`config.mk`:
```
export PLATFORM = sky130hd
export DESIGN_NAME = dram_cycle_seq
export DESIGN_NICKNAME = d
export VERILOG_FILES = /design/src/rtl/dram_seq_pkg.sv /design/src/rtl/dram_seq_dp.sv /design/src/rtl/dram_seq_ctrl.sv /design/src/rtl/dram_cycle_seq.sv
export SDC_FILE = /design/constraint.sdc
export NUM_CORES = 1
export LEC_CHECK = 0
export ABC_AREA = 1
export BUFFER_PORTS_ARGS = -buffer_cell sky130_fd_sc_hd__buf_4
export CELL_PAD_IN_SITES_DETAIL_PLACEMENT = 2
export CELL_PAD_IN_SITES_GLOBAL_PLACEMENT = 2
export CORE_MARGIN = 2
export CORE_UTILIZATION = 25
export DETAILED_ROUTE_END_ITERATION = 8
export PLACE_DENSITY_LB_ADDON = 0.1
export SETUP_SLACK_MARGIN = 0.05
export SLEW_MARGIN = 25
export SYNTH_ARGS = -nofsm -noshare
export SYNTH_HDL_FRONTEND = slang
export SYNTH_SLANG_ARGS = --single-unit
```
`constraint.sdc`:
```
create_clock -name clk -period 1.42 [get_ports clk]
set_input_delay 0.071 -clock clk [delete_from_list [all_inputs] [get_ports clk]]
set_output_delay 0.071 -clock clk [all_outputs]
set_load 0.03 [all_outputs]
```
`src/rtl/dram_seq_pkg.sv`:
```
package dram_seq_pkg;

  localparam int CFG_W   = 8;
  localparam int CNT_W   = 3;
  localparam int IDLE_EN = 7;
  localparam int PRE_HI  = 5;
  localparam int PRE_LO  = 4;
  localparam int RCD_HI  = 1;
  localparam int RCD_LO  = 0;

  typedef enum logic [3:0] {
    S_IDLE,
    S_PRE,
    S_ROW,
    S_WAIT,
    S_COL,
    S_CBR_CAS,
    S_CBR_RAS,
    S_GAP,
    S_END
  } seqState_t;

  typedef enum logic [1:0] {
    K_READ,
    K_WRITE,
    K_REFRESH,
    K_OTHER
  } cycleKind_t;

  typedef struct packed {
    logic latchReq;
    logic loadPre;
    logic loadWait;
    logic decCnt;
    logic markRead;
    logic clearRead;
  } seqStrobes_t;

endpackage

```
`src/rtl/dram_seq_dp.sv`:
```
module dram_seq_dp
  import dram_seq_pkg::*;
#(
  parameter int ADDR_W       = 10,
  parameter bit RCD_PLUS_ONE = 1'b0
) (
  input  logic              clk,
  input  logic              rstN,
  input  logic              hwStandby,
  input  logic              regWe,
  input  logic [CFG_W-1:0]  regWdata,
  output logic [CFG_W-1:0]  regRdata,
  input  logic [ADDR_W-1:0] rowAddr,
  input  logic [ADDR_W-1:0] colAddr,
  input  seqStrobes_t       strobes,
  input  logic              muxSel,
  output logic [ADDR_W-1:0] addrOut,
  output logic              cntZero,
  output logic              waitNone,
  output logic              idleNeeded
);

  logic [CFG_W-1:0]  cfgReg;
  logic [1:0]        snapWait;
  logic [CNT_W-1:0]  cnt;
  logic [CNT_W-1:0]  waitCnt;
  logic [ADDR_W-1:0] rowQ;
  logic [ADDR_W-1:0] colQ;
  logic              lastRead;

  always_ff @(posedge clk or negedge rstN) begin
    if (!rstN) begin
      cfgReg <= '0;
    end else if (hwStandby) begin
      cfgReg <= '0;
    end else if (regWe) begin
      cfgReg <= regWdata;
    end
  end

  assign regRdata = cfgReg;

  always_ff @(posedge clk or negedge rstN) begin
    if (!rstN) begin
      snapWait <= '0;
      rowQ     <= '0;
      colQ     <= '0;
    end else if (strobes.latchReq) begin
      snapWait <= cfgReg[RCD_HI:RCD_LO];
      rowQ     <= rowAddr;
      colQ     <= colAddr;
    end
  end

  generate
    if (RCD_PLUS_ONE) begin : gWaitOneBased
      assign waitCnt = CNT_W'(snapWait) + CNT_W'(1);
    end else begin : gWaitZeroBased
      assign waitCnt = CNT_W'(snapWait);
    end
  endgenerate

  assign waitNone = (waitCnt == '0);

  always_ff @(posedge clk or negedge rstN) begin
    if (!rstN) begin
      cnt <= '0;
    end else if (strobes.loadPre) begin
      cnt <= CNT_W'(cfgReg[PRE_HI:PRE_LO]);
    end else if (strobes.loadWait) begin
      cnt <= waitCnt - CNT_W'(1);
    end else if (strobes.decCnt) begin
      cnt <= cnt - CNT_W'(1);
    end
  end

  assign cntZero = (cnt == '0);

  always_ff @(posedge clk or negedge rstN) begin
    if (!rstN) begin
      lastRead <= 1'b0;
    end else if (strobes.markRead) begin
      lastRead <= 1'b1;
    end else if (strobes.clearRead) begin
      lastRead <= 1'b0;
    end
  end

  assign idleNeeded = cfgReg[IDLE_EN] && lastRead;
  assign addrOut    = muxSel ? colQ : rowQ;

  assert_reg_write_R1: assert property (@(posedge clk) disable iff (!rstN)
    (regWe && !hwStandby) |=> (regRdata == $past(regWdata)));

  assert_standby_clear_R2: assert property (@(posedge clk) disable iff (!rstN)
    hwStandby |=> (regRdata == '0));

  assert_snapshot_hold_R9: assert property (@(posedge clk) disable iff (!rstN)
    !strobes.latchReq |=> $stable(snapWait));

  assert_no_underflow_R4: assert property (@(posedge clk) disable iff (!rstN)
    strobes.decCnt |-> !cntZero);

endmodule

```
`src/rtl/dram_seq_ctrl.sv`:
```
module dram_seq_ctrl
  import dram_seq_pkg::*;
(
  input  logic        clk,
  input  logic        rstN,
  input  logic        reqValid,
  input  logic        reqWrite,
  input  logic        reqNonDram,
  input  logic        refReq,
  input  logic        cntZero,
  input  logic        waitNone,
  input  logic        idleNeeded,
  output seqStrobes_t strobes,
  output logic        rasN,
  output logic        casN,
  output logic        muxSel,
  output logic        busy,
  output logic        done
);

  seqState_t  state;
  seqState_t  stateNext;
  cycleKind_t kindQ;
  cycleKind_t kindNext;

  always_comb begin
    stateNext = state;
    kindNext  = kindQ;
    strobes   = '0;
    unique case (state)
      S_IDLE: begin
        if (refReq) begin
          strobes.latchReq = 1'b1;
          strobes.loadPre  = 1'b1;
          kindNext         = K_REFRESH;
          stateNext        = S_PRE;
        end else if (reqValid) begin
          strobes.latchReq = 1'b1;
          if (reqNonDram) begin
            kindNext  = K_OTHER;
            stateNext = idleNeeded ? S_GAP : S_END;
          end else begin
            strobes.loadPre = 1'b1;
            kindNext        = reqWrite ? K_WRITE : K_READ;
            stateNext       = S_PRE;
          end
        end
      end
      S_PRE: begin
        if (cntZero) begin
          stateNext = (kindQ == K_REFRESH) ? S_CBR_CAS : S_ROW;
        end else begin
          strobes.decCnt = 1'b1;
        end
      end
      S_ROW: begin
        if (waitNone) begin
          stateNext = S_COL;
        end else begin
          strobes.loadWait = 1'b1;
          stateNext        = S_WAIT;
        end
      end
      S_WAIT: begin
        if (cntZero) begin
          stateNext = S_COL;
        end else begin
          strobes.decCnt = 1'b1;
        end
      end
      S_COL:     stateNext = S_END;
      S_CBR_CAS: stateNext = S_CBR_RAS;
      S_CBR_RAS: stateNext = S_END;
      S_GAP:     stateNext = S_END;
      S_END: begin
        if (kindQ == K_READ) begin
          strobes.markRead = 1'b1;
        end else begin
          strobes.clearRead = 1'b1;
        end
        stateNext = S_IDLE;
      end
      default: stateNext = S_IDLE;
    endcase
  end

  always_ff @(posedge clk or negedge rstN) begin
    if (!rstN) begin
      state <= S_IDLE;
      kindQ <= K_OTHER;
    end else begin
      state <= stateNext;
      kindQ <= kindNext;
    end
  end

  assign rasN   = !((state == S_ROW) || (state == S_WAIT) || (state == S_COL) ||
                    (state == S_CBR_RAS));
  assign casN   = !((state == S_COL) || (state == S_CBR_CAS) || (state == S_CBR_RAS));
  assign muxSel = (state == S_COL);
  assign busy   = (state != S_IDLE);
  assign done   = (state == S_END);

  assert_row_after_pre_R3: assert property (@(posedge clk) disable iff (!rstN)
    (state == S_ROW) |-> ($past(state) == S_PRE));

  assert_cas_before_ras_R6: assert property (@(posedge clk) disable iff (!rstN)
    (state == S_CBR_RAS) |-> ($past(casN) == 1'b0 && $past(rasN) == 1'b1));

  assert_gap_single_R8: assert property (@(posedge clk) disable iff (!rstN)
    (state == S_GAP) |=> (state == S_END));

  assert_done_then_idle_R5: assert property (@(posedge clk) disable iff (!rstN)
    done |=> !busy);

  assert_refresh_wins_R7: assert property (@(posedge clk) disable iff (!rstN)
    (state == S_IDLE && refReq) |=> (kindQ == K_REFRESH));

endmodule

```
`src/rtl/dram_cycle_seq.sv`:
```
module dram_cycle_seq
  import dram_seq_pkg::*;
#(
  parameter int ADDR_W       = 10,
  parameter bit RCD_PLUS_ONE = 1'b0
) (
  input  logic              clk,
  input  logic              rstN,
  input  logic              hwStandby,
  input  logic              regWe,
  input  logic [7:0]        regWdata,
  output logic [7:0]        regRdata,
  input  logic              reqValid,
  input  logic              reqWrite,
  input  logic              reqNonDram,
  input  logic [ADDR_W-1:0] rowAddr,
  input  logic [ADDR_W-1:0] colAddr,
  input  logic              refReq,
  output logic              rasN,
  output logic              casN,
  output logic              muxSel,
  output logic [ADDR_W-1:0] addrOut,
  output logic              busy,
  output logic              done
);

  seqStrobes_t strobes;
  logic        cntZero;
  logic        waitNone;
  logic        idleNeeded;

  dram_seq_ctrl uCtrl (
    .clk        (clk),
    .rstN       (rstN),
    .reqValid   (reqValid),
    .reqWrite   (reqWrite),
    .reqNonDram (reqNonDram),
    .refReq     (refReq),
    .cntZero    (cntZero),
    .waitNone   (waitNone),
    .idleNeeded (idleNeeded),
    .strobes    (strobes),
    .rasN       (rasN),
    .casN       (casN),
    .muxSel     (muxSel),
    .busy       (busy),
    .done       (done)
  );

  dram_seq_dp #(
    .ADDR_W       (ADDR_W),
    .RCD_PLUS_ONE (RCD_PLUS_ONE)
  ) uDp (
    .clk        (clk),
    .rstN       (rstN),
    .hwStandby  (hwStandby),
    .regWe      (regWe),
    .regWdata   (regWdata),
    .regRdata   (regRdata),
    .rowAddr    (rowAddr),
    .colAddr    (colAddr),
    .strobes    (strobes),
    .muxSel     (muxSel),
    .addrOut    (addrOut),
    .cntZero    (cntZero),
    .waitNone   (waitNone),
    .idleNeeded (idleNeeded)
  );

endmodule

```
==> metrics.txt, run 1 <==
run status finished with violations; first-pass GRT wire length approximately 12 mm; hold endpoint uDp.regRdata[2]; num rows 32; Final Max Tran Viols 0; vias in the first global route between 2k and 2.5k; FF-to-FF Start uCtrl.state[1]; unrepaired setup endpoints after global routing true; number of CTS-inserted buffers 5; failing checks negative setup slack; hold path depth 3; pwr dens between 2000 and 2500 nW/µm²; Worst setup EP type register; measured slew at the worst slew-check pin between 0.5 and 0.6 ns; Synth Area in XOR/XNOR 0%; area grow syn2layout 95.89%; Worst EP required 1.62 ns; Max FO, Critical Path 7; Compound-Gate Fraction of Synth Area about 8%; DRC 0; Fin. Hold Viols 0; total grt overflow 0; area leader, netlist dfrtp_1; Tot Pwr between 9 and 10 mW; Yosys cell types 23; min setup slack post-route -0.3253 ns; fraction of registers with async set or reset after synthesis 100.0%; CP Launch Type register; Worst EP arrival ~1.9 ns; Largest stage delay, worst path about 0.39 ns; r2r endpoint uDp.cnt[1]; clk sink count 40; root buffer cell clkbuf_8; layout cells sized above 1 56.20%; htree depth 2; Post-synth EDFFs 0; Max Fclk around 0.57 GHz; min Tclk post-route between 1.5 and 2 ns; # IOs a little under 60; Die X 94.35 µm; largest family of logic cells by synthesized area simple AND/OR/NAND/NOR gates; largest net degree at the start of global routing 41; Pre-antenna DRT Iters 4; Post-Syn Area between 2000 and 2500 µm²; #FFs+latches synth 40; Vias per Instance about 4.7; flop2flop setup slack -0.33 ns; CP Cell Sequence inv_2 -> buf_4 -> nor2_4 -> nand3_4 -> nand2_1 -> nand2_2 -> ha_4 -> inv_2 -> a21oi_2 -> nand2_1; gr usage total between 15 and 20%; Post-synth top cells nand2_1, dfrtp_1, inv_1; initial antenna violation count 0; final worst-path cycle share 122.9%; CTS tree built; Final GP Congestion between 0.7 and 0.8; slowest stage cell, crit path dfrtp_1; Clk Latency, worst-skew pair approximately 0.30 ns; Max Clock Skew 0.01456 ns; Post-Synth Adder-Cell Area 0.6131%; post-DR wirelength/cell between 15 and 20 µm; Worst Hold Launch regWdata[2]; Peak VDD IR 1018 µV; mux cell area share after synthesis 0%; Slew HR 64.34%; antenna-violating nets left 0; maxcap violations 0; sequential area share after synthesis between 40% and 50%; 1st-iter DRT viols 32; core area slightly below 8000 µm²; final setup fails 42; maximum root-to-sink buffer count 2; Port-buffer cells 58; Post-Synth Simple-Gate Area roughly a third; total wire length around 9.2 mm; share of the synthesized area in the top cell type a little under half; Synth area leaders dfrtp_1, nand2_1, inv_1, o21ai_0, nand3_1; Initial Util between 20% and 30%; Yosys warning total 0; syn nets 309; critical path class reg -> reg; Most used DFF post-synth dfrtp_1; CTS clk-pin slew, worst paths around 0.09 ns; Die Ht ~94 µm; Pleak 2.031 nW; worst r2r path cells 10; Gate Count Post-Synth 272; final net count between 400 and 500; Vias roughly 2.3k; Inserted Diodes 0; Post-DP HPWL ~4.6 mm; most instantiated library cell after synthesis nand2_1; Hold Path Class in -> reg; average cell area after synthesis around 7.5 µm²; die area roughly 8900 µm²; pre-CTS WS -0.1296 ns
==> registers in the layout, indices dropped and copies added, names as in the netlist <==
signal / flops
uCtrl.kindQ: 2
uCtrl.state: 4
uDp.cnt: 3
uDp.colQ: 10
uDp.lastRead: 1
uDp.regRdata: 8
uDp.rowQ: 10
uDp.snapWait: 2
==> critical path, delay by kind of cell, from the launching register on <==
kind                       cells  cell delay (ns)
DFF                            1             0.39
and+or+nand+nor                5             0.62
AOI/OAI and AO/OA              1             0.13
buffers and inverters          3             0.24
adders and majority gates      1             0.27
==> final cells by class <==
type / count / area, µm²
Fill cell: 825 / 3810
Multi-Input combinational cell: 187 / 1380
Clock buffer: 7 / 76.32
Inverter: 38 / 178.9
Timing Repair inverter: 3 / 31.28
Clock inverter: 1 / 8.758
Sequential cell: 40 / 1003
Tap cell: 102 / 127.6
Timing Repair Buffer: 119 / 1191
==> stage by stage <==
step / instance area [µm²] / instances / setup TNS [ns] / hold slack [ns] / utilization, %
3_3_place_gp: 2809 / 444 / -0.8334 / 0.1012 / 35.98
5_1_grt: 3998 / 497 / -9.517 / 0.01201 / 51.20
3_5_place_dp: 2809 / 444 / -2.533 / 0.1034 / 35.98
6_report: 3998 / 497 / -7.095 / 0.01042 / 51.20
4_1_cts: 3478 / 490 / -6.598 / 0.003618 / 44.55
2_1_floorplan: 2152 / 272 / -0.2068 / -0.2246 / -
==> kinds of logic (layout without fill, tap and decap cells) <==
kind of cell    Yosys count  count (layout)
compound gates           30              30
simple gates            156             156
fa+ha+maj                 1               1
buf+inv                  45             168
flops                    40              40
==> how the worst max path moves through the flow <==
stage               slack (ns)            from          to
floorplan                -0.09  uCtrl.state[2]  uDp.cnt[1]
global placement         -0.07  uCtrl.state[0]  uDp.cnt[1]
detailed placement       -0.13  uCtrl.state[0]  uDp.cnt[1]
CTS                      -0.22  uCtrl.state[0]  uDp.cnt[1]
global route             -0.41  uCtrl.state[1]  uDp.cnt[1]
finish                   -0.33  uCtrl.state[1]  uDp.cnt[1]
==> metal layers <==
| layer | GRT usage (%) | share of wire, % |
|---|---|---|
| met3 | 2.873 | 3.5 |
| met2 | 32.98 | 55 |
| met4 | 4.469 | 2.9 |
| met1 | 23.24 | 39 |
| met5 | 0 | 0 |
==> power breakdown <==
group	switching (mW)	leakage (nW)	internal, mW
combinational	3.58	1.48	2.82
sequential	0.394	0.504	1.61
clock	0.449	0.0424	0.353
total	4.42	2.03	4.78
==> timing repair <==
action                                 CTS  global route
resized for setup                       53           137
setup endpoints to repair               46            45
gates cloned                             5             1
pin swaps                                4            35
hold buffers                            24             0
setup buffers                           10             8
endpoints found under the hold margin   61             0
==> cells in the final DEF, fill, tap and decap left out, types with 5 or more instances in the layout <==
cell type / instances
nand2_2: 34
nand2_4: 41
dlygate4sd3_1: 24
inv_2: 6
o21ai_0: 11
buf_6: 22
nand3_1: 18
buf_4: 61
o21ai_2: 8
clkbuf_8: 5
nor2_4: 5
dfrtp_1: 38
nor2_1: 8
inv_1: 27
buf_12: 6
nand2_1: 40
(Power assumes the default switching activity.)
==> run 2: changes to the inputs <==
--- a/config.mk
+++ b/config.mk
@@ -10,11 +10,13 @@
 export CELL_PAD_IN_SITES_DETAIL_PLACEMENT = 2
 export CELL_PAD_IN_SITES_GLOBAL_PLACEMENT = 2
 export CORE_MARGIN = 2
-export CORE_UTILIZATION = 25
+export CORE_UTILIZATION = 27
+export CTS_BUF_LIST = sky130_fd_sc_hd__clkbuf_16
 export DETAILED_ROUTE_END_ITERATION = 8
 export PLACE_DENSITY_LB_ADDON = 0.1
 export SETUP_SLACK_MARGIN = 0.05
 export SLEW_MARGIN = 25
 export SYNTH_ARGS = -nofsm -noshare
 export SYNTH_HDL_FRONTEND = slang
+export SYNTH_HIERARCHICAL = 1
 export SYNTH_SLANG_ARGS = --single-unit
==> metrics.txt, run 2 <==
run status finished with violations; failing checks negative hold slack, negative setup slack; layout cells sized above 1 between 60% and 70%; Die Ht between 90 and 100 µm; 1st-iter DRT viols 42; delay-heaviest family, CP simple AND/OR/NAND/NOR gates; Port-buffer cells 58; htree depth 2; Worst EP arrival roughly 2.1 ns; CTS tree built; Clk Latency, worst-skew pair about 0.29 ns; fill count around 730; first-pass GRT wire length 13.74 mm; total wire length roughly 12 mm; Pleak between 2 and 2.5 nW; Seq pwr share 19.7%; total grt overflow 0; gr usage total a little over a fifth; Initial Util around 28%; syn nets 278; Die X 91.29 µm; Sw Share about 44%; Post-Syn Area slightly above 2000 µm²; pre-CTS WS -0.2180 ns; WP buf/inv 2; die area about 8300 µm²; final worst-path cycle share 134.5%; Multi-input gate area between 1000 and 1500 µm²; sequential area share after synthesis between 40% and 50%; Vias 2258; final setup fails 47; largest net degree at the start of global routing 41; Finished Core Util around 55%; DRC 0; Post-synth EDFFs 0; Gate Count Post-Synth 241; post-DR wirelength/cell ~25 µm; commonest non-fill, non-tap cell in the layout buf_4; min setup slack post-route -0.4899 ns; Most used DFF post-synth dfrtp_1; Max Clock Skew between 0.007 and 0.008 ns; Post-DP HPWL ~4.6 mm; Most common cell on crit path nand3_2; Vias per Instance between 4 and 5; leading cell types in the layout, fill and taps excluded buf_4, buf_6, dfrtp_1, inv_1, o21ai_2; initial antenna violation count 1; Yosys cell types 27; Clk pwr share 13.0%; Max Fclk between 0.5 and 0.6 GHz; critical path class reg -> reg; FF/Latch Area roughly 1000 µm²; measured slew at the worst slew-check pin around 0.55 ns; CTS clk-pin slew, worst paths roughly 0.07 ns; combinational share of power between 60% and 70%; Post-synth top cells nand2_1, inv_1, dfrtp_1; core area 7331 µm²; P_sw roughly 4.6 mW; average cell area after synthesis about 8.5 µm²; slowest stage cell, crit path dfrtp_2; final net count between 300 and 400; placed cell area 2770 µm²; # IOs 59; Pre-antenna DRT Iters 4; Synth area leaders dfrtp_1, nand2_1, inv_1, o21ai_0, mux2_2; Slew HR approximately 63%; Max FO, Critical Path 5; Final Max Tran Viols 0; min Tclk post-route between 1.5 and 2 ns; Fin. Hold Viols 1; Peak VDD IR between 1000 and 1500 µV; root buffer cell clkbuf_16; area grow syn2layout 95.56%; Hold Path Class in -> reg; hold_ws -0.002400 ns; CP Launch Type register; vias in the first global route about 2.5k; pwr dens between 2000 and 3000 nW/µm²; share of the synthesized area in the top cell type between 40 and 50%; Final Cell Area between 4000 and 5000 µm²; Yosys warning total 6; Largest stage delay, worst path approximately 0.45 ns; maxcap violations 0; fraction of registers with async set or reset after synthesis 100.0%; most instantiated library cell after synthesis nand2_1; Worst setup EP type register; area leader, netlist dfrtp_1; num rows 31; CP Cell Sequence buf_6 -> nor2_4 -> nand4_1 -> inv_2 -> nand2_1 -> o21ai_2 -> ha_4 -> nand3_2 -> nand3_2 -> nand2_2; antenna-violating nets left 0; unrepaired setup endpoints after global routing true; Final GP Congestion 0.8111; maximum root-to-sink buffer count 2; clk sink count 40; Worst EP required 1.59 ns; number of CTS-inserted buffers 5; #FFs+latches synth 40; internal cell power 5.815 mW
run 2: cell count changes in the layout (fill, tap and decap cells not counted), sizes merged, moves of 2 or more:
cell / previous run / this run
o211ai: 0 / 2
dlygate4sd3: 24 / 6
a21oi: 5 / 2
buf: 94 / 115
mux2: 0 / 10
nand2: 116 / 58
o21ai: 24 / 36
o21bai: 0 / 2
run 2: timing repair:
| item | in CTS | in global routing |
|---|---|---|
| cloned | 5 | 2 |
| hold buffers | 4 | 2 |
| hold endpoints to repair | 41 | 2 |
| resized for setup | 92 | 90 |
| setup endpoints to repair | 35 | 46 |
| pin swaps | 15 | 18 |
| setup buffers | 21 | 20 |
run 2: cells by family (layout without fill, tap and decap cells):
family,Yosys count,after routing,synth area share [%]
multiplexers,10,10,5.475
AND/OR/NAND/NOR,97,97,21.53
other,0,1,0
adder cells (fa/ha/maj),1,1,0.6082
buffers and inverters,50,172,11.07
AO/OA/AOI/OAI,43,43,12.53
flip-flops,40,40,48.78
run 2: metrics by stage:
step                      std cells  setup TNS, ns  power (mW)
after floorplan                 241         -1.930       4.085
after global placement          410        -0.6079       5.321
after detailed placement        410         -1.368       5.450
after CTS                       446         -7.924       8.586
after global routing            462         -16.02       10.92
final                           463         -13.86       10.46
run 2: layout make-up:
type / count / area share, %
Antenna cell: 1 / 0.06221
Clock buffer: 5 / 3.110
Clock inverter: 3 / 1.151
Inverter: 41 / 3.826
Multi-Input combinational cell: 151 / 32.19
Sequential cell: 40 / 25.04
Tap cell: 99 / 3.079
Timing Repair Buffer: 123 / 31.54
run 2: routing by layer:
layer / track usage [%] / wire length [µm]
met4: 4.419 / 573
met3: 3.402 / 462
met5: 0 / 0
met2: 43.70 / 6017
met1: 23.54 / 4458
run 2: power groups by stage:
| stage | logic (mW) | registers (mW) | clock network (mW) |
|---|---|---|---|
| after floorplan | 2.24 | 1.84 | 0 |
| after global placement | 3.45 | 1.87 | 0 |
| after detailed placement | 3.55 | 1.90 | 0 |
| after CTS | 5.33 | 1.88 | 1.37 |
| after global routing | 7.38 | 2.11 | 1.44 |
| final | 7.03 | 2.06 | 1.36 |
run 2: worst paths after layout:
check	from	cells after the start	to	slack (ns)
setup / recovery	uCtrl/state[3]	10	uDp/cnt[2]	-0.49
hold reg to reg	uDp/rowQ[9]	2	uDp/rowQ[9]	0.52
min in group asynchronous	rstN	2	uDp/colQ[3]	0.38
hold / removal	rowAddr[9]	3	uDp/rowQ[9]	-0.002
setup reg to reg	uCtrl/state[3]	10	uDp/cnt[2]	-0.49
max in group asynchronous	rstN	2	uCtrl/state[3]	0.64
run 2: worst min-delay path: cells and delay by family:
family | cells | cell delay [ns]
simple gates | 1 | 0.05
buf+inv | 1 | 0.10
compound gates | 1 | 0.04
==> run 3: changes to the inputs <==
--- a/config.mk
+++ b/config.mk
@@ -10,7 +10,7 @@
 export CELL_PAD_IN_SITES_DETAIL_PLACEMENT = 2
 export CELL_PAD_IN_SITES_GLOBAL_PLACEMENT = 2
 export CORE_MARGIN = 2
-export CORE_UTILIZATION = 27
+export CORE_UTILIZATION = 25
 export CTS_BUF_LIST = sky130_fd_sc_hd__clkbuf_16
 export DETAILED_ROUTE_END_ITERATION = 8
 export PLACE_DENSITY_LB_ADDON = 0.1
@@ -18,5 +18,4 @@
 export SLEW_MARGIN = 25
 export SYNTH_ARGS = -nofsm -noshare
 export SYNTH_HDL_FRONTEND = slang
-export SYNTH_HIERARCHICAL = 1
 export SYNTH_SLANG_ARGS = --single-unit
==> metrics.txt, run 3 (synthesis results as in run 1) <==
pwr dens roughly 2400 nW/µm²; Final Cell Area around 3900 µm²; CTS tree built; die area 8902 µm²; gr usage total about a fifth; Post-DP HPWL between 4 and 5 mm; min setup slack post-route -0.2531 ns; routed wl met2 slightly below 5 mm; htree depth 2; area grow syn2layout 89.39%; CTS clk-pin slew, worst paths 0.06 ns; min Tclk post-route ~1.7 ns; placed cell area 2809 µm²; Pre-antenna DRT Iters 4; Max FO, Critical Path 8; Fin. Hold Viols 0; run status finished with violations; Pleak between 1.5 and 2 nW; final setup fails 38; Largest stage delay, worst path ~0.4 ns; Routed met1 length ~3.5 mm; Peak VDD IR a little under 1000 µV; first-pass GRT wire length around 13 mm; antenna-violating nets left 0; Max Clock Skew ~0.0095 ns; initial antenna violation count 1; maxcap violations 0; largest net degree at the start of global routing 41; leading cell types in the layout, fill and taps excluded buf_4, nand2_1, dfrtp_1, nand2_2, buf_6; commonest non-fill, non-tap cell in the layout buf_4; Hold Path Class in -> reg; Top Metal Used met4; Initial Util a little over a quarter; delay-heaviest family, CP buffers and inverters; total wire length slightly below 9 mm; pre-CTS WS -0.1296 ns; met3 WL approximately 290 µm; Finished Core Util 49.50%; post-DR wirelength/cell approximately 18 µm; Worst EP arrival approximately 1.6 ns; Vias approximately 2.3k; slowest stage cell, crit path dfrtp_1; # IOs a little under 60; Die X between 90 and 100 µm; 1st-iter DRT viols 41; failing checks negative setup slack; clk sink count 40; flop2flop setup slack -0.22 ns; Worst setup EP type output port; Final GP Congestion about 0.73; unrepaired setup endpoints after global routing true; num rows 32; maximum root-to-sink buffer count 2; Vias per Instance between 4 and 5; CP Cell Sequence inv_2 -> buf_6 -> nand2_4 -> nor2_4 -> buf_12 -> buf_12 -> nand2_4 -> nand2_4 -> buf_6; total grt overflow 0; Slew HR a little over three fifths; Clk Latency, worst-skew pair about 0.29 ns; final net count around 430; layout cells sized above 1 between 50 and 60%; Port-buffer cells 58; critical path class reg -> out; final worst-path cycle share 117.8%; core area between 7000 and 8000 µm²; number of CTS-inserted buffers 5; DRC 0; measured slew at the worst slew-check pin between 0.5 and 0.6 ns; Most common cell on crit path nand2_4; Final Max Tran Viols 0; root buffer cell clkbuf_16; CP Launch Type register; Worst EP required ~1.4 ns; Die Ht 94.35 µm; WP buf/inv 5; Max Fclk 0.5977 GHz; vias in the first global route about 2.5k
==> run 3: cell count changes in the layout (fill, tap and decap cells not counted), moves of 4 or more <==
cell / before / now
dlygate4sd3_1: 6 / 17
inv_2: 10 / 6
nand2_1: 23 / 58
mux2_2: 7 / 0
buf_4: 66 / 62
nand3_1: 12 / 17
buf_6: 38 / 30
o21ai_1: 1 / 6
o21ai_2: 28 / 2
nand2_2: 12 / 35
inv_4: 0 / 4
o21ai_0: 1 / 12
==> run 3: stage by stage <==
step                      std cells  hold WS, ns  setup TNS [ns]  total power [mW]
after global placement          444       0.1012         -0.8334             5.417
final                           495      0.01892          -6.890             9.142
after floorplan                 272      -0.2246         -0.2068             4.256
after global routing            495      0.02369          -9.854             9.750
after CTS                       485    0.0002399          -4.179             8.374
after detailed placement        444       0.1034          -2.533             5.529
==> run 3: worst min-delay path, delay by kind of cell <==
kind / cells / cell delay [ns]
buffers and inverters: 1 / 0.07
and+or+nand+nor: 1 / 0.06
AOI/OAI and AO/OA: 1 / 0.06
==> run 3: routing by layer <==
layer	global-route usage, %	vias up
met2	36.31	47
met5	0	-
met1	23.54	1140
met4	7.850	0
li1	-	1076
met3	3.432	13
==> run 3: what timing repair did <==
| action | in CTS | in global routing |
|---|---|---|
| endpoints found under the hold margin | 54 | 0 |
| setup buffers | 14 | 10 |
| resized for setup | 101 | 38 |
| hold buffers | 17 | 0 |
| setup endpoints to repair | 46 | 46 |
| pin swaps | 32 | 14 |
| cloned | 3 | 1 |
==> run 3: final cells by class <==
class                      count  area [µm²]
multi-input combinational    187        1224
tap                          102       127.6
sequential                    40        1003
clock inverter                 3       16.27
timing repair buffer         118        1176
clock buffer                   5       125.1
fill                         857        3943
antenna                        1       2.502
timing repair inverter         1       6.256
inverter                      38       183.9
==> run 3: path summary, 6_finish.rpt <==
path,start,end,cells past startpoint
worst max-delay path,uCtrl.state[1],addrOut[1],9
worst min-delay path,regWdata[3],uDp.regRdata[3],3
worst min register to register,uDp.rowQ[5],uDp.rowQ[5],2
max in group asynchronous,rstN,uCtrl.state[3],2
worst max register to register,uCtrl.state[1],uDp.cnt[1],10
min in group asynchronous,rstN,uDp.regRdata[6],2
==> run 3: report_power, final <==
part | total, mW | switching [mW] | internal (mW) | leakage [nW]
Sequential | 2.00 | 0.386 | 1.61 | 0.504
Clock | 1.13 | 0.489 | 0.643 | 0.0764
Combinational | 6.01 | 3.25 | 2.76 | 1.39
